<file path="config.mk">
export PLATFORM = sky130hd
export DESIGN_NAME = sad_unit
export DESIGN_NICKNAME = d
export VERILOG_FILES = /design/src/rtl/sad_pkg.sv /design/src/rtl/sad_lane_absdiff.sv /design/src/rtl/sad_lane_reduce.sv /design/src/rtl/sad_unit.sv
export SDC_FILE = /design/constraint.sdc
export NUM_CORES = 1
export LEC_CHECK = 0
export BUFFER_PORTS_ARGS = -buffer_cell sky130_fd_sc_hd__buf_2
export CORE_ASPECT_RATIO = 0.75
export CORE_UTILIZATION = 32
export CTS_BUF_LIST = sky130_fd_sc_hd__clkbuf_2
export CTS_CLUSTER_DIAMETER = 150
export DETAILED_ROUTE_END_ITERATION = 10
export PLACE_DENSITY = 0.62
export REMOVE_ABC_BUFFERS = 1
export SYNTH_ARGS = -nofsm -noshare
export SYNTH_HDL_FRONTEND = slang
export SYNTH_HIERARCHICAL = 1
export SYNTH_SLANG_ARGS = --single-unit
</file>
<file path="constraint.sdc">
create_clock -name clk -period 2.5 [get_ports clk]
set_input_delay 0 -clock clk [delete_from_list [all_inputs] [get_ports clk]]
set_output_delay 0 -clock clk [all_outputs]
set_load 0.05 [all_outputs]
</file>
<file path="src/rtl/sad_pkg.sv">
package sad_pkg;

    localparam int WORD_W = 32;
    localparam int LANE_W = 8;
    localparam int LANES  = WORD_W / LANE_W;
    localparam int SUM_W  = LANE_W + $clog2(LANES);
    localparam int TAG_W  = 5;

    typedef logic [LANE_W-1:0] lane_t;
    typedef lane_t [LANES-1:0] lane_vec_t;
    typedef logic [SUM_W-1:0]  sum_t;
    typedef logic [TAG_W-1:0]  tag_t;

    // First stage: per-lane magnitudes plus control carried alongside
    typedef struct packed {
        logic      vld;
        logic      wen;
        tag_t      tag;
        lane_vec_t mag;
    } stage1_t;

    // Second stage: reduced total plus control
    typedef struct packed {
        logic wen;
        tag_t tag;
        sum_t total;
    } stage2_t;

    function automatic lane_t lane_of(input logic [WORD_W-1:0] w, input int idx);
        return w[idx*LANE_W +: LANE_W];
    endfunction

    function automatic lane_t abs_gap(input lane_t x, input lane_t y);
        return (x >= y) ? lane_t'(x - y) : lane_t'(y - x);
    endfunction

endpackage

</file>
<file path="src/rtl/sad_lane_absdiff.sv">
module sad_lane_absdiff
    import sad_pkg::*;
(
    input  lane_t x_i,
    input  lane_t y_i,
    output lane_t mag_o
);
    // Unsigned comparison: both lanes are zero-extended by type
    assign mag_o = abs_gap(x_i, y_i);
endmodule

</file>
<file path="src/rtl/sad_lane_reduce.sv">
module sad_lane_reduce
    import sad_pkg::*;
(
    input  lane_vec_t mag_i,
    output sum_t      total_o
);
    always_comb begin
        total_o = '0;
        for (int i = 0; i < LANES; i++) begin
            total_o = total_o + sum_t'(mag_i[i]);
        end
    end
endmodule

</file>
<file path="src/rtl/sad_unit.sv">
module sad_unit
    import sad_pkg::*;
(
    input  logic              clk,
    input  logic              rst,
    input  logic              issue_vld,
    input  logic [WORD_W-1:0] opnd_a,
    input  logic [WORD_W-1:0] opnd_b,
    input  logic [WORD_W-1:0] guard,
    input  logic [TAG_W-1:0]  dst_tag,
    output logic [WORD_W-1:0] res_data,
    output logic [TAG_W-1:0]  res_tag,
    output logic              res_wen
);
    lane_vec_t mag_d;
    sum_t      total_d;
    stage1_t   s1_q;
    stage2_t   s2_q;

    genvar g;
    generate
        for (g = 0; g < LANES; g++) begin : g_lane
            sad_lane_absdiff lane_i (
                .x_i  (lane_of(opnd_a, g)),
                .y_i  (lane_of(opnd_b, g)),
                .mag_o(mag_d[g])
            );
        end
    endgenerate

    // Stage 1: register magnitudes; control bits reset, data does not
    always_ff @(posedge clk) begin
        if (rst) begin
            s1_q.vld <= 1'b0;
            s1_q.wen <= 1'b0;
        end else begin
            s1_q.vld <= issue_vld;
            s1_q.wen <= issue_vld & guard[0];
        end
        s1_q.tag <= dst_tag;
        s1_q.mag <= mag_d;
    end

    sad_lane_reduce reduce_i (
        .mag_i  (s1_q.mag),
        .total_o(total_d)
    );

    // Stage 2: register the total and the guarded strobe
    always_ff @(posedge clk) begin
        if (rst) begin
            s2_q.wen <= 1'b0;
        end else begin
            s2_q.wen <= s1_q.vld & s1_q.wen;
        end
        s2_q.tag   <= s1_q.tag;
        s2_q.total <= total_d;
    end

    assign res_data = {{(WORD_W-SUM_W){1'b0}}, s2_q.total};
    assign res_tag  = s2_q.tag;
    assign res_wen  = s2_q.wen;
endmodule

</file>
# Word-level counts from Yosys, hierarchy flattened

Cells that the tools add are included.
W data, S select, Z words.

Register bits after elaboration: 55
Bits of input ports: 104
Output and inout bits: 38
Word-level logic and storage cells: 31

Add/subtract/negate cells: 11
$lt $le $gt $ge: 4
Mux-type cells: 4
Bitwise operators: 2

Operator list:

| kind            | number |
|---|---|
| $sub A8 B8 Y8   | 8 |
| $ge A8 B8 Y1    | 4 |
| $mux W8         | 4 |
| $add A10 B8 Y10 | 2 |
| $add A8 B8 Y9   | 1 |
| $and A1 B1 Y1   | 2 |

# Logic depth before layout (Yosys ltp)

Depth after elaboration: 3
Gate-level depth with buffers: 9
Gate-level depth less buffers: 9

# By module

Netlist, hierarchy kept.

By module, submodules not included:

| module                                  | instances | cells an instance | area an instance (sq um) | seq. area each (sq um) |
|---|---|---|---|---|
| sad_lane_absdiff (g_lane[1].lane_i ...) | 3         | 81                | 651.9                    | 0.0 |
| sad_unit                                | 1         | 81                | 1298.7                   | 1101.1 |
| sad_lane_reduce                         | 1         | 96                | 780.7                    | 0.0 |
| sad_lane_absdiff (g_lane[0].lane_i)     | 1         | 86                | 665.6                    | 0.0 |

# Worst setup path before layout

No wires, ideal clock.

Path type: register to register
From: register s1_q[5] (netlist bit)
To: register s2_q (netlist bit res_data[8])
Library setup time: 0.121 ns
Arrival: 2.360 ns
Required time: 2.379 ns
Slack: 0.019 ns
Stages on the path, launching flop included: 10
Buffers on the path: 0
Clock period less this slack: 2.481 ns
Path through: dfxtp_1 -> inv_1 -> fa_1 -> fa_1 -> inv_1 -> ha_1 -> a21o_1 -> a21o_1 -> a221oi_1 -> nand2_1

Longest elaborated chain between the ends: 3

RTL lines:

| element                       | RTL line              | text |
|---|---|---|
| start, declared               | sad_unit.sv:17        | `stage1_t s1_q;` |
| $add A8 B8 Y9                 | sad_lane_reduce.sv:10 | `total_o = total_o + sum_t'(mag_i[i]);` |
| $add A10 B8 Y10 (2 in series) | sad_lane_reduce.sv:10 |  |
| via total_d[8]                | sad_unit.sv:16        | `sum_t total_d;` |
| end, declared                 | sad_unit.sv:18        | `stage2_t s2_q;` |

The timed path passes the listed nets, and every way through them passes these cells.
A chain may end at the register's enable or synchronous reset.

# Worst setup path in the final report

From: register s1_q[1] (netlist bit)
To: register s2_q (netlist bit res_data[7])

Same word-level chain as after synthesis.

==> qor.log <==
INFO  status         run_status=finished with violations
INFO  status         violations=setup timing
INFO  clocking       ctsHtreeMaxLevel=2
INFO  critical_path  worstRegToRegCells=8
INFO  finish         layout_common_cells=100 x inv_1, 88 x buf_2, 63 x ha_1
INFO  timing         maxSlewViolCount=0
INFO  floorplanning  start_util=33.51%
INFO  global_routing leftover_overflow_at_the_end_of_global_routing=0
INFO  logic_synthesis yosysWarnings=6
INFO  finish         antenna_cells_inserted=0
INFO  finish         post_route_cells_drive_above_1_share=23.56%
INFO  critical_path  path_max_fanout=2
INFO  global_routing global_route.usage.total=13.43%
INFO  critical_path  critical_path.reg2reg.startpoint=s1_q[1]
INFO  floorplanning  floorplan.die.height=107.0um
INFO  placed_design  port_buffers=88
INFO  detailed_routing route.antenna.remaining_nets=0
INFO  clocking       cts.clk_slew.worst_paths=0.27ns
INFO  finish         flow.area_growth_from_synthesis=25.58%
INFO  critical_path  worst_setup_path_endpoint=res_data[7]
INFO  clocking       cts.sinks=55
INFO  timing         timing.final.hold_violations=0
INFO  power          max_ir_drop_vdd=0.8173mV
INFO  logic_synthesis ys_ff_latch=55
INFO  critical_path  endpoint_kind=flip-flop
INFO  hold_path      min_path_type=input pin to flip-flop
INFO  logic_synthesis asyncSetResetFlopFracSynth=0%
INFO  detailed_routing post-route-drc-count=0
INFO  floorplanning  die-area=15,180um^2
INFO  logic_synthesis netlist_instances=506
INFO  logic_synthesis summed_instance_area_of_the_synthesized_netlist=4701um^2
INFO  timing         final_critical_path_setup_slack=-0.04087ns
INFO  run            cap_violations=0
INFO  logic_synthesis syn_avg_cell_area=9.290um^2
INFO  placed_design  gp_routability_congestion=0.8277
INFO  logic_synthesis synth-edff-count=0
INFO  power          leakagePower=3.164nW
INFO  detailed_routing vias=3,683
INFO  critical_path  critical_path_required=2.90ns
INFO  clocking       cts_inserted_buffers=5
INFO  clocking       cts_max_path_buffers=2
INFO  clocking       worst_skew_pair.late_latency=0.43ns
INFO  floorplanning  pin_count=142
INFO  critical_path  cp_data_arrival_time=2.94ns
INFO  finish         mostFrequentLayoutCell=inv_1
INFO  timing         timing.final.crit_period=2.541ns
INFO  timing         final_cycle_share=101.6%
INFO  critical_path  start_kind=flip-flop
INFO  timing         slew_headroom=63.35%
INFO  placed_design  detailedPlace.worstSlack=-0.1542ns
INFO  floorplanning  die_width=142.0um
INFO  timing         setup_total_negative_slack=-0.06552ns
INFO  detailed_routing avgViaCountPerCell=4.406
INFO  logic_synthesis sequential_area_share_after_synthesis=23.42%
INFO  floorplanning  placeableCoreArea=14,030um^2
INFO  critical_path  worstSetupStartpoint=s1_q[1]
INFO  global_routing grt_first_pass_wirelength=16,740um
INFO  timing         rsz0062_at_grt=true
INFO  critical_path  reg2reg_slack=-0.04ns
INFO  detailed_routing drt_wl_total=9665um
INFO  critical_path  worstSetupPathType=flip-flop to flip-flop
INFO  power          power_per_cell_area=1026nW/um^2
INFO  logic_synthesis postSynth.topFlopCell=dfxtp_1
INFO  detailed_routing route.detailed.wl_per_inst=11.56um
INFO  timing         final_skew=0.01345ns
INFO  global_routing maximum_number_of_pins_on_one_net_before_global_route_repair=18
INFO  placed_design  dp.final_hpwl=7840um
INFO  timing         fmaxAchievable=0.3936GHz
INFO  placed_design  dp_cells=781
INFO  global_routing grt_antenna_before_repair=0
INFO  timing         final-setup-viol-count=3
INFO  logic_synthesis yosysUniqueCellTypes=41
INFO  floorplanning  std_cell_rows=37
INFO  timing         max_slew.worst_pin.slew=0.5497ns
INFO  clocking       clock-root-buffer=clkbuf_2
INFO  finish         instances_no_fill=836
INFO  finish         num-nets-final=837
INFO  critical_path  worst_r2r_endpoint=res_data[7]
INFO  detailed_routing detailedRoute.firstPassIterationCount=4
INFO  detailed_routing detail_route.iter0.violations=158
INFO  clocking       tritoncts=yes
INFO  global_routing grt_pass1_vias=3,779
-- where the power goes --
group | switching (mW) | internal [mW] | total [mW]
clock network | 0.275 | 0.0675 | 0.342
registers | 0.0663 | 1.16 | 1.23
logic | 2.42 | 2.07 | 4.49
total | 2.76 | 3.30 | 6.05
-- Yosys cell counts (4+ instances only) --
cell      count  area share, %
a21o_1       16            2.6
buf_4        22            3.5
buf_6         4           0.96
o21ai_0       8           0.85
inv_1       105            8.4
xor2_1       16            3.0
a21oi_1      29            3.1
a31oi_1      16            2.1
nand2_1      16            1.3
clkbuf_1      9           0.72
fa_1         24             10
ha_1         69             18
mux2i_1      29            6.2
a21o_2       10            1.9
nor2b_1       4           0.53
dfxtp_1      55             23
a211oi_1      6           0.96
nand4_1       7           0.93
o21a_1        4           0.64
xnor2_1      12            2.2
nor2_1        6           0.48
nand3b_1      8            1.3
-- kinds of logic (layout without fill, tap and decap cells) --
group / count (synthesis) / count (layout) / synth area share, %
simple gates: 54 / 54 / 6.574
compound gates: 105 / 105 / 16.26
xor+xnor: 28 / 28 / 5.217
mux: 29 / 29 / 6.175
buf+inv: 141 / 255 / 13.68
other cells: 1 / 22 / 0.07977
fa+ha+maj: 93 / 93 / 28.59
flops: 55 / 55 / 23.42
-- stage by stage --
| stage | hold WS, ns | power, mW | util [%] | cell area (um^2) |
|---|---|---|---|---|
| finish | 0.02493 | 6.055 | 42.08 | 5903 |
| global route | 0.001123 | 6.584 | 42.08 | 5903 |
| CTS | 0.00008898 | 5.724 | 41.38 | 5804 |
| detailed placement | 0.1036 | 4.803 | 37.55 | 5268 |
| global placement | 0.1051 | 4.685 | 37.55 | 5268 |
| floorplan | 0.02772 | 3.824 | - | 4531 |
-- registers in the layout, summed over array words and instances, names as in the netlist --
register / flops
s1_q: 39
res_data: 10
res_tag: 5
res_wen: 1
-- worst max-delay path, stage by stage (launching register included) --
cell     delay, ns
dfxtp_2       0.38
fa_1          0.57
fa_1          0.44
ha_2          0.22
fa_2          0.38
a21oi_4       0.15
nor2_1        0.06
nor2_1        0.17
xnor2_1       0.13
-- metal layers --
metal  up-vias  global-route usage [%]  part of all wire, %
met2        95                   23.05                   45
met5         -                       0                    0
met1      1698                   17.95                   50
met3         4                   2.188                  4.7
li1       1886                       -                    -
met4         0                   2.227                 0.50
-- timing repair --
| item | CTS | global route |
|---|---|---|
| setup buffers | 1 | 1 |
| gates resized for setup | 17 | 13 |
| endpoints found under the setup margin | 5 | 5 |
| pin swaps | 13 | 13 |
| hold buffers | 41 | 4 |
| endpoints found under the hold margin | 28 | 4 |
-- worst min path at each step --
stage	from	endpoint	slack, ns	cells after the start
5_1_grt	opnd_b[11]	s1_q[11]	0.001	3
6_report	opnd_b[4]	s1_q[4]	0.02	3
3_3_place_gp	dst_tag[3]	s1_q[35]	0.11	1
4_1_cts	opnd_b[4]	s1_q[4]	0.00009	3
2_1_floorplan	dst_tag[0]	s1_q[32]	0.03	0
3_5_place_dp	dst_tag[4]	s1_q[36]	0.10	1
-- layout make-up --
type                            instances  area (um^2)
Sequential cell                        55         1111
Multi-Input combinational cell        331         3151
Clock inverter                          3        20.02
Timing Repair Buffer                  142        958.4
Fill cell                            1429         8124
Tap cell                              195        244.0
Inverter                              105        394.1
Clock buffer                            5        25.02
Note: power is estimated with default switching activity, not from simulation.
